### src/rtl/led_chain_writer.sv
`timescale 1ns/1ps
module led_chain_writer #(
  parameter int N_DEV   = 2,
  parameter int HALF    = 3,
  parameter int SETUP   = 2,
  parameter int RST_CYC = 4
) (
  input  logic                   clk,
  input  logic                   rst_n,
  input  logic                   req_valid,
  input  logic                   req_ctrl,
  input  logic [7:0]             req_word,
  input  logic [160*N_DEV-1:0]   req_dots,
  input  logic [5:0]             init_level,
  output logic                   req_ready,
  output logic                   disp_rst_n,
  output logic                   disp_ce,
  output logic                   disp_rs,
  output logic                   disp_clk,
  output logic                   disp_din,
  output logic                   disp_blank
);
  localparam int DOT_W = 160 * N_DEV;
  localparam int CW    = $clog2(DOT_W + 1);

  typedef enum logic [2:0] {S_RST, S_IDLE, S_RS, S_CE, S_LO, S_HI, S_CEUP, S_END} st_t;

  st_t              st;
  logic [15:0]      tmr;
  logic [DOT_W-1:0] sh;
  logic [CW-1:0]    left;
  logic [1:0]       init;
  logic             bcast, kind, w7, w0;

  logic             done, go, go_ctrl;
  logic [7:0]       go_word;
  logic [DOT_W-1:0] go_img;
  logic [CW-1:0]    go_len;

  assign done       = (tmr == 16'd0);
  assign req_ready  = (st == S_IDLE);
  assign disp_rst_n = (st != S_RST);
  assign disp_blank = (init != 2'd2);
  assign disp_din   = sh[DOT_W-1];

  always_comb begin
    go      = 1'b0;
    go_ctrl = 1'b0;
    go_word = req_word;
    go_img  = req_dots;
    if (st == S_RST && done) begin
      go     = 1'b1;
      go_img = '0;
    end else if (st == S_END && done && init == 2'd0) begin
      go      = 1'b1;
      go_ctrl = 1'b1;
      go_word = {2'b01, init_level};
    end else if (st == S_IDLE && req_valid) begin
      go      = 1'b1;
      go_ctrl = req_ctrl;
    end
    if (go_ctrl) go_img = {{N_DEV{go_word}}, {(DOT_W - 8*N_DEV){1'b0}}};
    go_len = go_ctrl ? (bcast ? CW'(8) : CW'(8*N_DEV)) : CW'(DOT_W);
  end

  always_ff @(posedge clk) begin
    if (!rst_n) begin
      st <= S_RST; tmr <= 16'(RST_CYC-1); sh <= '0; left <= '0;
      init <= 2'd0; bcast <= 1'b0; kind <= 1'b0; w7 <= 1'b0; w0 <= 1'b0;
      disp_ce <= 1'b1; disp_rs <= 1'b0; disp_clk <= 1'b0;
    end else begin
      if (st == S_END && done) begin
        if (kind && w7) bcast <= w0;
        init <= (init == 2'd0) ? 2'd1 : 2'd2;
      end
      if (go) begin
        sh <= go_img; left <= go_len; kind <= go_ctrl;
        w7 <= go_word[7]; w0 <= go_word[0];
        disp_rs <= go_ctrl; st <= S_RS; tmr <= 16'(SETUP-1);
      end else if (!done) begin
        tmr <= tmr - 16'd1;
      end else begin
        case (st)
          S_RS:   begin disp_ce <= 1'b0; st <= S_CE; tmr <= 16'(SETUP-1); end
          S_CE:   begin st <= S_LO; tmr <= 16'(HALF-1); end
          S_LO:   begin disp_clk <= 1'b1; st <= S_HI; tmr <= 16'(HALF-1); end
          S_HI:
            if (left == CW'(1)) begin
              disp_ce <= 1'b1; st <= S_CEUP; tmr <= 16'(SETUP-1);
            end else begin
              disp_clk <= 1'b0; sh <= sh << 1; left <= left - CW'(1);
              st <= S_LO; tmr <= 16'(HALF-1);
            end
          S_CEUP: begin disp_clk <= 1'b0; st <= S_END; tmr <= 16'(SETUP-1); end
          S_END:  st <= S_IDLE;
          default: ;
        endcase
      end
    end
  end

  assert_rs_held_R6: assert property (@(posedge clk) disable iff (!rst_n)
    !disp_ce && !$past(disp_ce) |-> $stable(disp_rs));
  assert_clk_in_frame_R6: assert property (@(posedge clk) disable iff (!rst_n)
    $rose(disp_clk) |-> !disp_ce);
  assert_din_steady_R7: assert property (@(posedge clk) disable iff (!rst_n)
    disp_clk && $past(disp_clk) |-> $stable(disp_din));
  assert_ce_up_clk_high_R8: assert property (@(posedge clk) disable iff (!rst_n)
    $rose(disp_ce) |-> disp_clk);
  assert_clk_low_after_ce_R8: assert property (@(posedge clk) disable iff (!rst_n)
    $rose(disp_ce) |=> disp_ce);
  assert_ready_idle_R9: assert property (@(posedge clk) disable iff (!rst_n)
    req_ready |-> disp_ce && !disp_clk);
endmodule

### config.mk
export PLATFORM = sky130hd
export DESIGN_NAME = led_chain_writer
export DESIGN_NICKNAME = d
export VERILOG_FILES = /design/src/rtl/led_chain_writer.sv
export SDC_FILE = /design/constraint.sdc
export NUM_CORES = 1
export LEC_CHECK = 0
export ABC_AREA = 1
export BUFFER_PORTS_ARGS = -buffer_cell sky130_fd_sc_hd__buf_2
export CAP_MARGIN = 20
export CORE_MARGIN = 2
export CORE_UTILIZATION = 55
export CTS_CLUSTER_SIZE = 30
export DETAILED_ROUTE_END_ITERATION = 7
export PLACE_DENSITY_LB_ADDON = 0.05
export SLEW_MARGIN = 5
export SYNTH_ARGS = -nofsm -noshare
export SYNTH_HDL_FRONTEND = slang
export SYNTH_SLANG_ARGS = --single-unit
### constraint.sdc
create_clock -name clk -period 2.7 [get_ports clk]
set_input_delay 0.54 -clock clk [delete_from_list [all_inputs] [get_ports clk]]
set_output_delay 0.54 -clock clk [all_outputs]
set_load 0.01 [all_outputs]
# --- Yosys cells after proc, flatten, opt, wreduce, memory -nomap -nowiden ---
# Cells that the tools add are included.
totals:
  reg_bits: 356
  inputBits: 338
  out_inout_bits: 7
  word_cells: 88
classes:
  add_sub_neg: 2
  n_eq_ne: 14
  n_mux: 33
  n_bitwise: 2
  reduce_logical: 24
ops:
  columns: ["cell", "count"]
  rows:
  - ["$mux 320", 6]
  - ["$pmux 16 s3", 1]
  - ["$mux 9", 5]
  - ["$pmux 3 s6", 1]
  - ["$logic_not 16->1", 1]
  - ["$mux 16", 1]
  - ["$mux 8", 2]
  - ["$sub 16x1->16 const B", 1]
  - ["$eq 3x3->1 const B", 4]
  - ["$mux 2", 6]
  - ["$eq 9x1->1 const B", 1]
  - ["$sub 9x1->9 const B", 1]
  - ["$mux 1", 8]
  - ["$ne 2x2->1 const B", 4]
  - ["$reduce_and 4->1", 2]
  - ["$reduce_bool 7->1", 1]
  - ["$eq 3x2->1 const B", 2]
  - ["$reduce_and 2->1", 3]
  - ["$reduce_bool 2->1", 3]
  - ["$reduce_bool 3->1", 2]
  - ["$reduce_bool 6->1", 1]
  - ["$reduce_or 2->1", 3]
  - ["$logic_and 1x1->1", 5]
  - ["$mux 5", 1]
  - ["other kinds (9)", 10]

# --- Logic depth before layout (Yosys ltp) ---
depth:
  depth_word: 7
  mapped_depth: 13
  depth_no_buf: 11

# --- Worst setup path before layout ---
# OpenSTA, ideal clock, no wires.
synth_path:
  path_kind: "reg2reg"
  from: "register tmr[0]"
  to: "register sh[137]"
  setup_time_ns: 0.122
  arrival_ns: 1.724
  t_required_ns: 2.578
  slack_ns: 0.854
  path_stages_with_launch: 13
  n_path_buf: 3
  period_less_slack_ns: 1.846
  path_cell_list: "dfxtp_1 > inv_1 > ha_1 > nand2_1 > nor2_2 > nand2_4 > inv_4 > nand2_2 > buf_6 > buf_2 > clkbuf_1 > o21ai_0 > a21oi_2"
synth_via:
  elab_chain_cells: 7
  word_cells_on_any_way: 15
  classes_between: "1 x eq/ne; 7 x mux; 7 x reduce/logical"
synth_lines:
  columns: ["item", "line", "source"]
  rows:
  - ["from (decl)", "29", "logic [15:0] tmr;"]
  - ["from (signal assigned)", "81", "tmr <= tmr - 16'd1;"]
  - ["$logic_not 16->1 *", "40", "assign done = (tmr == 16'd0);"]
  - ["$logic_and 1x1->1 (2 in series)", "54", "end else if (st == S_END && done && init == 2'd0) begin"]
  - ["$mux 1", "54", null]
  - ["$mux 1", "51", "if (st == S_RST && done) begin"]
  - ["$ne 2x2->1 (no source line) (tied with other cells)", null, null]
  - ["$reduce_and 3->1 (no source line) / $mux 320 (equally long branches)", null, null]
  - ["to (signal assigned)", "77", "sh <= go_img; left <= go_len; kind <= go_ctrl;"]
  - ["to (decl)", "30", "logic [DOT_W-1:0] sh;"]
# Every way passes the cells marked *; elsewhere a longest branch is shown, timed or not.
# A chain may end at the register's enable or synchronous reset.

# --- Final worst setup path ---
layout_path:
  from: "register tmr[0]"
  to: "register sh[62]"
# The elaborated chain is that of the path after synthesis.

==> flow_metrics.py <==
metrics = {
    "global_route": {
        "grtUsageMet1_pct": 38.59,
        "wire_length_of_the_first_global_routing_pass_um": 70920,
        "groute.usage.overall_pct": 27.55,
        "met2_track_demand_over_resource_pct": 42.35,
        "grt_start_max_net_pins": 162,
        "grt_overflow_total": 0,
        "number_of_global_route_vias_before_repair": 14520,
        "global_route.peak_usage_layer": "met2",
        "groute.layer.met3.usage_pct": 4.396,
        "grt_antenna_before_repair": 13,
    },
    "clocking": {
        "worst_skew_pair.late_latency_ns": 0.51,
        "cts_setup_buffers": 0,
        "cts-buffers-inserted": 39,
        "worst_setup_hold_path_clk_slew_ns": 0.06,
        "cts.hold.buffers_added": 0,
        "number_of_sinks_on_the_clock_net": 356,
        "postCtsResizedCells": 0,
        "clockRootBuffer": "clkbuf_16",
        "cts_tree": "done",
        "cts_buffer_depth": 3,
        "htreeDepth": 2,
    },
    "timing": {
        "achievable-frequency_mhz": 413.2,
        "fin_worst_hold_slack_ns": 0.2741,
        "timing.slew.headroom_pct": 44.80,
        "rsz0062_at_grt": "no",
        "hold_viol_final": 0,
        "share_of_the_clock_period_used_by_the_worst_path_pct": 89.64,
        "timing.setup.tns_ns": 0,
        "setup_viol": 0,
        "final_period_minus_worst_setup_slack_ns": 2.420,
        "finalClockSkew_ns": 0.01465,
        "final_critical_path_setup_slack_ns": 0.2796,
        "tightestPinTransition_ns": 0.8249,
        "timing.final.max_slew_violations": 0,
    },
    "logic_synthesis": {
        "most_common_cell_in_the_netlist": "o21ai_0",
        "synth.top_cells.by_count": "o21ai_0, nand2_1, dfxtp_1",
        "netlist.top_cell.by_area": "dfxtp_1",
        "netlist-cell-type-count": 41,
        "synth_top_cells_by_area": "dfxtp_1, o21ai_0, a21oi_1",
        "synth-seq-area-share_pct": 44.88,
        "yosys_register_bits": 356,
        "post_synth_inst_count": 2163,
        "synth_ff_type": "dfxtp_1",
        "post_synth.cell_area_avg_um2": 7.341,
        "synth-edff-count": 0,
        "synth_fp_nets": 2505,
        "synth_largest_type_area_fraction_pct": 44.88,
        "postSynth.asyncResetShare_pct": 0,
        "yosysWarnings": 0,
        "synthesis.area_mm2": 0.01588,
    },
    "critical_path": {
        "critical_path_class": "flip-flop to flip-flop",
        "timing.rr.start": "tmr[0]",
        "reg2reg_slack_ns": 0.28,
        "timing.reg2reg.worst_path_depth": 12,
        "arrival_time_of_data_at_the_critical_path_endpoint_ns": 2.85,
        "startpoint_types": "flip-flop",
        "critical_path_capture_point_type": "flip-flop",
        "crit_required_ns": 3.13,
        "critical_path_peak_fanout": 111,
        "regToRegEndpoint": "sh[62]",
    },
    "place": {
        "pre_cts_slack_ns": 0.3260,
        "port-buffer-count": 344,
        "post_dp_cell_area_mm2": 0.01743,
        "hpwl_after_detailed_placement_um": 26650,
        "gp_routability_congestion": 0.8796,
    },
    "detailed_routing": {
        "remaining_number_of_nets_flagged_by_the_antenna_check_after_routing": 0,
        "avgRoutedWirePerCell_um": 15.52,
        "routed_via_density": 5.635,
        "drcViolationCount": 0,
        "routed_wl_um": 43580,
        "number_of_drc_violations_after_detailed_routing_iteration_0": 1523,
        "detailroute.via_count": 15820,
        "drt-pass1-iter-count": 6,
    },
    "floorplan": {
        "initial_core_util_pct": 55.62,
        "fp-row-count": 62,
        "floorplan.die.width_um": 173.9,
        "dieArea_mm2": 0.03025,
        "boundaryPins": 345,
        "core_region_area_mm2": 0.02855,
        "die_height_um": 173.9,
    },
    "finish": {
        "fin_nets": 2731,
        "finish.utilization_pct": 65.32,
        "final_instance_area_mm2": 0.01865,
        "layout-area-overhead-vs-synth_pct": 17.43,
        "drive_gt1_share_pct": 18.77,
        "layout.filler_cells": 2561,
    },
    "hold_path": {
        "hp-class": "input pin to flip-flop",
        "worstHoldStart": "req_dots[136]",
        "whs_endpoint": "sh[136]",
        "hold_crit_depth": 3,
    },
    "flow_run": {
        "timing.max_cap.violations": 0,
    },
    "power": {
        "power_density_mw_per_mm2": 866.8,
        "peakVddDrop_mv": 0.6952,
        "p_leak_uw": 0.007577,
    },
    "status": {
        "run_status": "finished, final reports clean",
    },
}
how the worst max path moves through the flow:
stage | from | to | slack, ns | cells past startpoint
final | tmr[0] | sh[62] | 0.28 | 12
after global routing | tmr[1] | sh[28] | 0.09 | 12
after CTS | tmr[0] | sh[62] | 0.31 | 12
after detailed placement | tmr[0] | sh[62] | 0.33 | 12
after global placement | tmr[0] | sh[12] | 0.43 | 12
after floorplan | tmr[0] | sh[137] | 0.85 | 12
state kept, by name, summed over array words and instances, names as in the netlist:
name / count
sh: 320
tmr: 16
left: 9
st: 3
init: 2
bcast: 1
disp_ce: 1
disp_clk: 1
kind: 1
w0: 1
w7: 1
stage by stage:
| stage | total power (uW) | std cells |
|---|---|---|
| floorplan | 10320 | 2163 |
| global placement | 11070 | 2732 |
| detailed placement | 11170 | 2732 |
| CTS | 16240 | 2792 |
| global route | 17210 | 2804 |
| finish | 16160 | 2807 |
layout make-up:
cell class | count | area (um^2) | area share [%]
well taps | 384 | 480.5 | 2.577
clock inverters | 5 | 78.83 | 0.4227
diodes | 15 | 37.54 | 0.2013
multi-input cells | 1555 | 7467 | 40.05
clock buffers | 55 | 1096 | 5.878
repair buffers | 368 | 2086 | 11.19
inverters | 69 | 274.0 | 1.470
flip-flops and latches | 356 | 7127 | 38.22
critical path: stages, from the launching register on:
cell and delay, ns:
dfxtp_1 0.32, inv_1 0.09, ha_1 0.26, nand2_1 0.10, nor2_2 0.06, nand2_4 0.10, inv_4 0.07, nand2_2 0.12
nand4_1 0.28, inv_8 0.22, buf_12 0.38, nand2_1 0.12, a21oi_1 0.18
cell families (layout without fill, tap and decap cells):
group                    count (synthesis)  after routing  synth area share, %
AO/OA/AOI/OAI                         1007           1007                32.14
AND/OR/NAND/NOR                        536            536                14.04
flip-flops                             356            356                44.88
buffers and inverters                  252            497                8.179
XOR/XNOR                                 8              8               0.4413
adder cells (fa/ha/maj)                  4              4               0.3152
other                                    0             15                    0
per-layer routing:
| layer | vias to the layer above | share of wire [%] |
|---|---|---|
| li1 | 7877 | - |
| met1 | 7257 | 45 |
| met5 | - | 0 |
| met2 | 597 | 45 |
| met3 | 87 | 6.8 |
| met4 | 0 | 3.4 |
power breakdown:
group / internal (uW) / switching (uW) / leakage (uW)
sequential: 6550 / 630 / 0.00288
clock: 2990 / 2020 / 0.000576
combinational: 1530 / 2450 / 0.00412
total: 11100 / 5090 / 0.00758
cells in the final DEF (no fill, tap or decap), types with 3 or more instances in the layout:
master and count:
diode_2 15, clkbuf_1 10, a21oi_1 339, buf_4 10, a31oi_1 4, nor2_4 3, dfxtp_1 356, nand4_1 9
nor2_2 8, o211ai_1 12, inv_2 3, a211oi_1 6, clkbuf_16 39, nand2_1 402, or2_2 7, o21ai_0 438
xor2_1 7, buf_12 14, nor3_1 10, inv_1 61, o21ai_1 204, nor2_1 59, clkbuf_8 7, nand2_2 3
nand3_1 22, ha_1 4, buf_2 343
(Power assumes the default switching activity.)
